[src/rtl/smc_rd_pkg.sv]
package smc_rd_pkg;
  // width of every timing count (clock cycles)
  localparam int unsigned TIME_W = 6;

  typedef logic [TIME_W-1:0] tcount_t;

  // one strobe: delay from cycle start, then low time
  typedef struct packed {
    tcount_t setup;
    tcount_t pulse;
  } strobe_t;

  // full timing set of one chip select
  typedef struct packed {
    strobe_t rd;
    strobe_t cs;
    tcount_t cycle;
  } rd_timing_t;
endpackage

[src/rtl/smc_rd_cfg_sel.sv]
module smc_rd_cfg_sel
  import smc_rd_pkg::*;
#(
  parameter int unsigned NCS  = 4,
  localparam int unsigned SELW = (NCS > 1) ? $clog2(NCS) : 1,
  localparam int unsigned FW   = NCS * TIME_W
) (
  input  logic [FW-1:0]   cfg_rd_setup,
  input  logic [FW-1:0]   cfg_rd_pulse,
  input  logic [FW-1:0]   cfg_cs_setup,
  input  logic [FW-1:0]   cfg_cs_pulse,
  input  logic [FW-1:0]   cfg_cycle,
  input  logic [SELW-1:0] sel,
  output rd_timing_t      tim,
  output logic            bad
);
  rd_timing_t slot [NCS];

  for (genvar i = 0; i < NCS; i++) begin : g_slot
    assign slot[i].rd.setup = cfg_rd_setup[i*TIME_W +: TIME_W];
    assign slot[i].rd.pulse = cfg_rd_pulse[i*TIME_W +: TIME_W];
    assign slot[i].cs.setup = cfg_cs_setup[i*TIME_W +: TIME_W];
    assign slot[i].cs.pulse = cfg_cs_pulse[i*TIME_W +: TIME_W];
    assign slot[i].cycle    = cfg_cycle[i*TIME_W +: TIME_W];
  end

  assign tim = slot[sel];

  // ends computed one bit wider so the sum cannot wrap
  logic [TIME_W:0] rd_end, cs_end, cyc_w;
  always_comb begin
    rd_end = {1'b0, tim.rd.setup} + {1'b0, tim.rd.pulse};
    cs_end = {1'b0, tim.cs.setup} + {1'b0, tim.cs.pulse};
    cyc_w  = {1'b0, tim.cycle};
    bad    = (tim.rd.pulse == '0) || (tim.cs.pulse == '0) ||
             (cyc_w < rd_end) || (cyc_w < cs_end);
  end
endmodule

[src/rtl/smc_rd_strobe.sv]
module smc_rd_strobe
  import smc_rd_pkg::*;
(
  input  logic    clk,
  input  logic    rst_n,
  input  logic    on,      // next clock belongs to a legal cycle for this strobe
  input  tcount_t k,       // next clock's cycle index
  input  strobe_t tim,
  output logic    strobe_n
);
  logic [TIME_W:0] k_w, lo_w, hi_w;
  logic            in_win;

  always_comb begin
    k_w    = {1'b0, k};
    lo_w   = {1'b0, tim.setup};
    hi_w   = {1'b0, tim.setup} + {1'b0, tim.pulse};
    in_win = on && (k_w >= lo_w) && (k_w < hi_w);
  end

  always_ff @(posedge clk) begin
    if (!rst_n) strobe_n <= 1'b1;
    else        strobe_n <= !in_win;
  end
endmodule

[src/rtl/smc_read_timer.sv]
module smc_read_timer
  import smc_rd_pkg::*;
#(
  parameter int unsigned NCS    = 4,
  parameter int unsigned ADDR_W = 24,
  parameter int unsigned DATA_W = 32,
  localparam int unsigned SELW  = (NCS > 1) ? $clog2(NCS) : 1,
  localparam int unsigned BE_W  = DATA_W / 8,
  localparam int unsigned FW    = NCS * TIME_W
) (
  input  logic              clk,
  input  logic              rst_n,
  input  logic [FW-1:0]     cfg_rd_setup,
  input  logic [FW-1:0]     cfg_rd_pulse,
  input  logic [FW-1:0]     cfg_cs_setup,
  input  logic [FW-1:0]     cfg_cs_pulse,
  input  logic [FW-1:0]     cfg_cycle,
  input  logic              req_valid,
  output logic              req_ready,
  input  logic [SELW-1:0]   req_cs,
  input  logic [ADDR_W-1:0] req_addr,
  input  logic [BE_W-1:0]   req_be,
  output logic [ADDR_W-1:0] mem_addr,
  output logic [BE_W-1:0]   mem_be_n,
  output logic [NCS-1:0]    mem_cs_n,
  output logic              mem_rd_n,
  input  logic [DATA_W-1:0] mem_rdata,
  output logic              rsp_valid,
  output logic [DATA_W-1:0] rsp_data,
  output logic              rsp_err
);
  // ---------------- timing selection and legality ----------------
  rd_timing_t tim_pick;
  logic       bad_pick;

  smc_rd_cfg_sel #(.NCS(NCS)) i_cfg_sel (
    .cfg_rd_setup (cfg_rd_setup),
    .cfg_rd_pulse (cfg_rd_pulse),
    .cfg_cs_setup (cfg_cs_setup),
    .cfg_cs_pulse (cfg_cs_pulse),
    .cfg_cycle    (cfg_cycle),
    .sel          (req_cs),
    .tim          (tim_pick),
    .bad          (bad_pick)
  );

  // ---------------- cycle sequencer ----------------
  logic            busy_q, busy_n;
  logic            err_q, err_n;
  tcount_t         k_q, k_n;
  tcount_t         last_q, last_n;
  tcount_t         cap_q, cap_n;
  logic [SELW-1:0] sel_q, sel_n;
  strobe_t         rd_q, rd_n_t, cs_q, cs_n_t;
  logic            accept, at_end, drive_n;

  assign at_end    = busy_q && (k_q == last_q);
  assign req_ready = !busy_q || at_end;
  assign accept    = req_valid && req_ready;

  always_comb begin
    busy_n = busy_q;
    err_n  = err_q;
    k_n    = k_q;
    last_n = last_q;
    cap_n  = cap_q;
    sel_n  = sel_q;
    rd_n_t = rd_q;
    cs_n_t = cs_q;
    if (accept) begin
      busy_n = 1'b1;
      err_n  = bad_pick;
      k_n    = '0;
      last_n = bad_pick ? '0 : tim_pick.cycle - tcount_t'(1);
      cap_n  = tim_pick.rd.setup + tim_pick.rd.pulse - tcount_t'(1);
      sel_n  = req_cs;
      rd_n_t = tim_pick.rd;
      cs_n_t = tim_pick.cs;
    end else if (at_end) begin
      busy_n = 1'b0;
      k_n    = '0;
    end else if (busy_q) begin
      k_n    = k_q + tcount_t'(1);
    end
  end

  assign drive_n = busy_n && !err_n;

  always_ff @(posedge clk) begin
    if (!rst_n) begin
      busy_q <= 1'b0;
      err_q  <= 1'b0;
      k_q    <= '0;
      last_q <= '0;
      cap_q  <= '0;
      sel_q  <= '0;
      rd_q   <= '0;
      cs_q   <= '0;
    end else begin
      busy_q <= busy_n;
      err_q  <= err_n;
      k_q    <= k_n;
      last_q <= last_n;
      cap_q  <= cap_n;
      sel_q  <= sel_n;
      rd_q   <= rd_n_t;
      cs_q   <= cs_n_t;
    end
  end

  // ---------------- strobe generators ----------------
  smc_rd_strobe i_rd_strobe (
    .clk      (clk),
    .rst_n    (rst_n),
    .on       (drive_n),
    .k        (k_n),
    .tim      (rd_n_t),
    .strobe_n (mem_rd_n)
  );

  for (genvar i = 0; i < NCS; i++) begin : g_cs
    smc_rd_strobe i_cs_strobe (
      .clk      (clk),
      .rst_n    (rst_n),
      .on       (drive_n && (sel_n == SELW'(i))),
      .k        (k_n),
      .tim      (cs_n_t),
      .strobe_n (mem_cs_n[i])
    );
  end

  // ---------------- address and byte selects ----------------
  always_ff @(posedge clk) begin
    if (!rst_n) begin
      mem_addr <= '0;
      mem_be_n <= '1;
    end else if (accept) begin
      mem_addr <= req_addr;
      mem_be_n <= bad_pick ? '1 : ~req_be;
    end else if (at_end) begin
      mem_be_n <= '1;
    end
  end

  // ---------------- data capture and response ----------------
  logic [DATA_W-1:0] data_q;
  logic              rsp_err_q;

  always_ff @(posedge clk) begin
    if (!rst_n) begin
      data_q    <= '0;
      rsp_valid <= 1'b0;
      rsp_err_q <= 1'b0;
    end else begin
      if (busy_q && !err_q && (k_q == cap_q)) data_q <= mem_rdata;
      rsp_valid <= at_end;
      if (at_end) rsp_err_q <= err_q;
    end
  end

  assign rsp_err  = rsp_err_q;
  assign rsp_data = rsp_err_q ? '0 : data_q;

  // ---------------- assertions ----------------

  cs_onehot_chk: assert property (@(posedge clk) disable iff (!rst_n)
    $onehot0(~mem_cs_n));


  addr_stable_chk: assert property (@(posedge clk) disable iff (!rst_n)
    (busy_q && (k_q != '0)) |-> ($stable(mem_addr) && $stable(mem_be_n)));


  err_quiet_chk: assert property (@(posedge clk) disable iff (!rst_n)
    (busy_q && err_q) |-> (mem_rd_n && (&mem_cs_n) && (&mem_be_n)));


  accept_start_chk: assert property (@(posedge clk) disable iff (!rst_n)
    (req_valid && req_ready) |=> (busy_q && (k_q == '0)));


  done_follows_end_chk: assert property (@(posedge clk) disable iff (!rst_n)
    rsp_valid |-> $past(busy_q));
endmodule

[config.mk]
export PLATFORM = sky130hd
export DESIGN_NAME = smc_read_timer
export DESIGN_NICKNAME = d
export VERILOG_FILES = /design/src/rtl/smc_rd_pkg.sv /design/src/rtl/smc_rd_cfg_sel.sv /design/src/rtl/smc_rd_strobe.sv /design/src/rtl/smc_read_timer.sv
export SDC_FILE = /design/constraint.sdc
export NUM_CORES = 1
export LEC_CHECK = 0
export CAP_MARGIN = 20
export CORE_UTILIZATION = 26
export DETAILED_ROUTE_END_ITERATION = 8
export DONT_BUFFER_PORTS = 1
export GPL_TIMING_DRIVEN = 0
export SYNTH_ARGS = -nofsm -noshare
export SYNTH_HDL_FRONTEND = slang
export SYNTH_SLANG_ARGS = --single-unit
[constraint.sdc]
create_clock -name clk -period 5.35 [get_ports clk]
set_input_delay 0.535 -clock clk [delete_from_list [all_inputs] [get_ports clk]]
set_output_delay 0.535 -clock clk [all_outputs]
set_load 0.02 [all_outputs]
==> impl_metrics.json <==
{
  "port_buffers": 0,
  "cts_htree_levels": 4,
  "crit_buf_inv": 5,
  "rows": 60,
  "synth-seq-cells": 113,
  "syn_area_mm2": 0.00714,
  "setup_tns_ns": 0,
  "drive_gt1_share_pct": 11.2,
  "hold_start": "req_addr[2]",
  "cts.path.max_buffers": 2,
  "routed_via_density": 4.83,
  "setup_viol": 0,
  "grt.overflow.total": 0,
  "crit_type": "primary input to register",
  "cts.sinks": 113,
  "synthFlopType": "dfxtp_1",
  "relSlewSlack_pct": 46.4,
  "dieHeight_um": 168,
  "outcome": "completed",
  "grt_pass1_vias": 5643,
  "critPathRequiredTime_ns": 5.63,
  "finalClockSkew_ns": 0.0104,
  "dieWidth_um": 168,
  "cp_slowest_cell": "or4_1",
  "place_ws_ns": -0.510,
  "nNetsFinal": 1075,
  "yosysWarnings": 0,
  "rsz0062_at_grt": "false",
  "ctsRootBufferMaster": "clkbuf_16",
  "clkTransAtPathRegs_ns": 0.06,
  "seqPwrFrac_pct": 32.8,
  "syn_area_per_cell_um2": 8.95,
  "fmaxAchievable_ghz": 0.199,
  "synth_cell_types": 56,
  "worst_pin_slew_ns": 0.797,
  "p_clk_share_pct": 37.9,
  "cap_violations": 0,
  "area_growth_pct": 15.1,
  "power_density_mw_per_mm2": 363,
  "final_max_slew_viol_count": 0,
  "setup_ws_ns": 0.313,
  "dp_hpwl_mm": 16.9,
  "start_util_pct": 26.5,
  "critPathTopFamily": "buffers and inverters",
  "reg2reg_from": "k_q[2]$_SDFF_PN0_",
  "synth-edff-count": 0,
  "timing.final.crit_share_pct": 94.2,
  "power.switching_mw": 1.01,
  "endpoint_kind": "register",
  "async_flop_share_pct": 0,
  "grt_max_degree": 17,
  "combPwrFrac_pct": 29.3,
  "cp-startpoint": "req_cs[1]",
  "cts_tree": "built",
  "drc": 0,
  "critPathArrivalTime_ns": 5.32,
  "period_needed_ns": 5.04,
  "dp.cells": 1139,
  "intPower_mw": 1.97,
  "dpl-instance-area_mm2": 0.00758,
  "clkLatencyLatePin_ns": 0.41,
  "fp.coreArea_mm2": 0.0270,
  "power.ir.vdd_worst_mv": 0.231,
  "wl_per_cell_um": 17.8,
  "grt_usage_pct": 14.8,
  "ios": 253,
  "critical_path.cell_chain": "buf_2 -> buf_2 -> clkbuf_1 -> clkbuf_2 -> mux4_2 -> ha_1 -> fa_1 -> a21oi_1 -> o21bai_1 -> xnor2_1 -> ha_1 -> o21ai_0 -> nand2b_1 -> a21oi_1 -> or4_1 -> nor4_4 -> buf_4 -> nor2_1 -> or3_1",
  "final_cell_mix": "dfxtp_1, nand2_1, nor2_1, ha_1, a21oi_1",
  "p_sw_share_pct": 33.9,
  "totalPowerFinal_mw": 2.98,
  "first_iter_violations": 257,
  "critPathMaxFanout": 10,
  "syn_nets": 1053,
  "grt_pass1_wl_mm": 31.3,
  "final_cell_area_mm2": 0.00822,
  "die-area_mm2": 0.0281,
  "cp-start-kind": "primary input",
  "gp_congestion": 0.948,
  "ant_nets": 0,
  "min_path_type": "primary input to register",
  "vias": 5681,
  "synth_cells": 798,
  "seq_area_frac_synth_pct": 31.7,
  "instances_no_fill": 1177,
  "hold_violations": 0,
  "max_stage_delay_ns": 0.52,
  "final_common_cell": "dfxtp_1",
  "leakage_nw": 3.43,
  "antenna_found_initial": 4,
  "cts_buffers": 17,
  "finalWirelength_mm": 20.9,
  "drtPass1Iterations": 4
}
[power by group through the flow]
stage | clock network [mW] | registers [mW] | logic (mW)
after floorplan | 0 | 0.985 | 0.660
after global placement | 0 | 0.995 | 0.838
after detailed placement | 0 | 0.998 | 0.856
after CTS | 1.17 | 0.979 | 0.871
after global routing | 1.21 | 0.987 | 0.981
final | 1.13 | 0.979 | 0.874
[cell usage after synthesis (all sizes together), types with 5 or more instances]
master	number	share of area, %
a21o	11	1.2
nor2	82	4.3
mux2i	45	6.3
nand2b	8	0.70
xor2	13	1.6
buf	19	1.7
o21ai	23	1.7
xnor2	27	3.3
clkbuf	27	1.4
a22oi	5	0.53
inv	47	2.5
and2	10	0.88
o21bai	5	0.53
nor2b	35	3.1
nand2	104	5.5
mux4	30	9.6
nor3	11	0.84
ha	66	12
a21oi	64	4.5
dfxtp	113	32
[worst paths after layout]
kind / end / slack, ns / depth (start not counted)
worst max-delay path: g_cs[0].i_cs_strobe.strobe_n$_SDFF_PN1_ / 0.31 / 19
worst min-delay path: mem_addr[2]$_SDFFE_PN0N_ / 0.25 / 2
worst max register to register: g_cs[0].i_cs_strobe.strobe_n$_SDFF_PN1_ / 0.49 / 22
worst min register to register: cs_q[4]$_SDFF_PN0_ / 0.46 / 2
[worst reg2reg max path: stages (launching register included)]
cell and delay, ns:
dfxtp_1 0.31, clkbuf_1 0.25, xnor2_1 0.16, nand4_1 0.11
buf_4 0.18, o31ai_4 0.35, buf_4 0.29, buf_2 0.26
nand2_1 0.12, nand2_1 0.12, ha_1 0.18, inv_1 0.06
fa_1 0.39, nor2b_1 0.13, o21ai_0 0.10, nand2_1 0.09
xnor2_1 0.12, ha_1 0.26, a2111oi_0 0.40, nand2_1 0.09
o211ai_1 0.30, o211ai_1 0.13, or3_1 0.34
[timing repair]
| action | 4_1_cts | 5_1_grt |
|---|---|---|
| hold buffers | 0 | 0 |
| gates resized for setup | 4 | 5 |
| pin swaps | 1 | 3 |
| setup buffers | 3 | 2 |
| endpoints found under the setup margin | 5 | 5 |
| endpoints found under the hold margin | 0 | 0 |
[layer usage]
layer / vias up / part of all wire (%) / global-route usage, %
met2: 256 / 46 / 24.9
met5: - / 0 / 0
li1: 2797 / - / -
met4: 0 / 2.4 / 5.58
met1: 2597 / 44 / 18.3
met3: 31 / 7.4 / 3.52
[per-stage QoR]
step                      hold slack, ns  utilization (%)
after CTS                          0.228             30.4
after global placement             0.453             28.1
after detailed placement           0.456             28.1
after global routing               0.238             30.5
final                              0.252             30.5
after floorplan                    0.444                -
[layout make-up]
type                       instances  area, um2
antenna                            3       7.51
buffer                            44        218
clock buffer                      18        429
clock inverter                    14        159
fill                            2829      18700
inverter                          47        176
multi-input combinational        592       4510
sequential                       113       2260
tap                              341        427
timing repair buffer               5       37.5
[state kept, by name (all words and copies together), names as in the netlist]
name                       flops
sel_q                          2
mem_be_n                       4
rsp_valid                      1
err_q                          1
k_q                            6
mem_addr                      24
rd_q                          12
cs_q                          12
busy_q                         1
g_cs.i_cs_strobe.strobe_n      4
data_q                        32
cap_q                          6
i_rd_strobe.strobe_n           1
rsp_err                        1
last_q                         6
[cells by family after synthesis]
group                      count (synthesis)  share of synthesized area, %
AOI/OAI and AO/OA                        134                          11.6
xor gates and xnor gates                  40                          4.90
adders and majority gates                 72                          13.0
buffers and inverters                     93                          5.55
DFF                                      113                          31.7
muxes                                     76                          16.1
and+or+nand+nor                          270                          17.3
(Power assumes the default switching activity.)
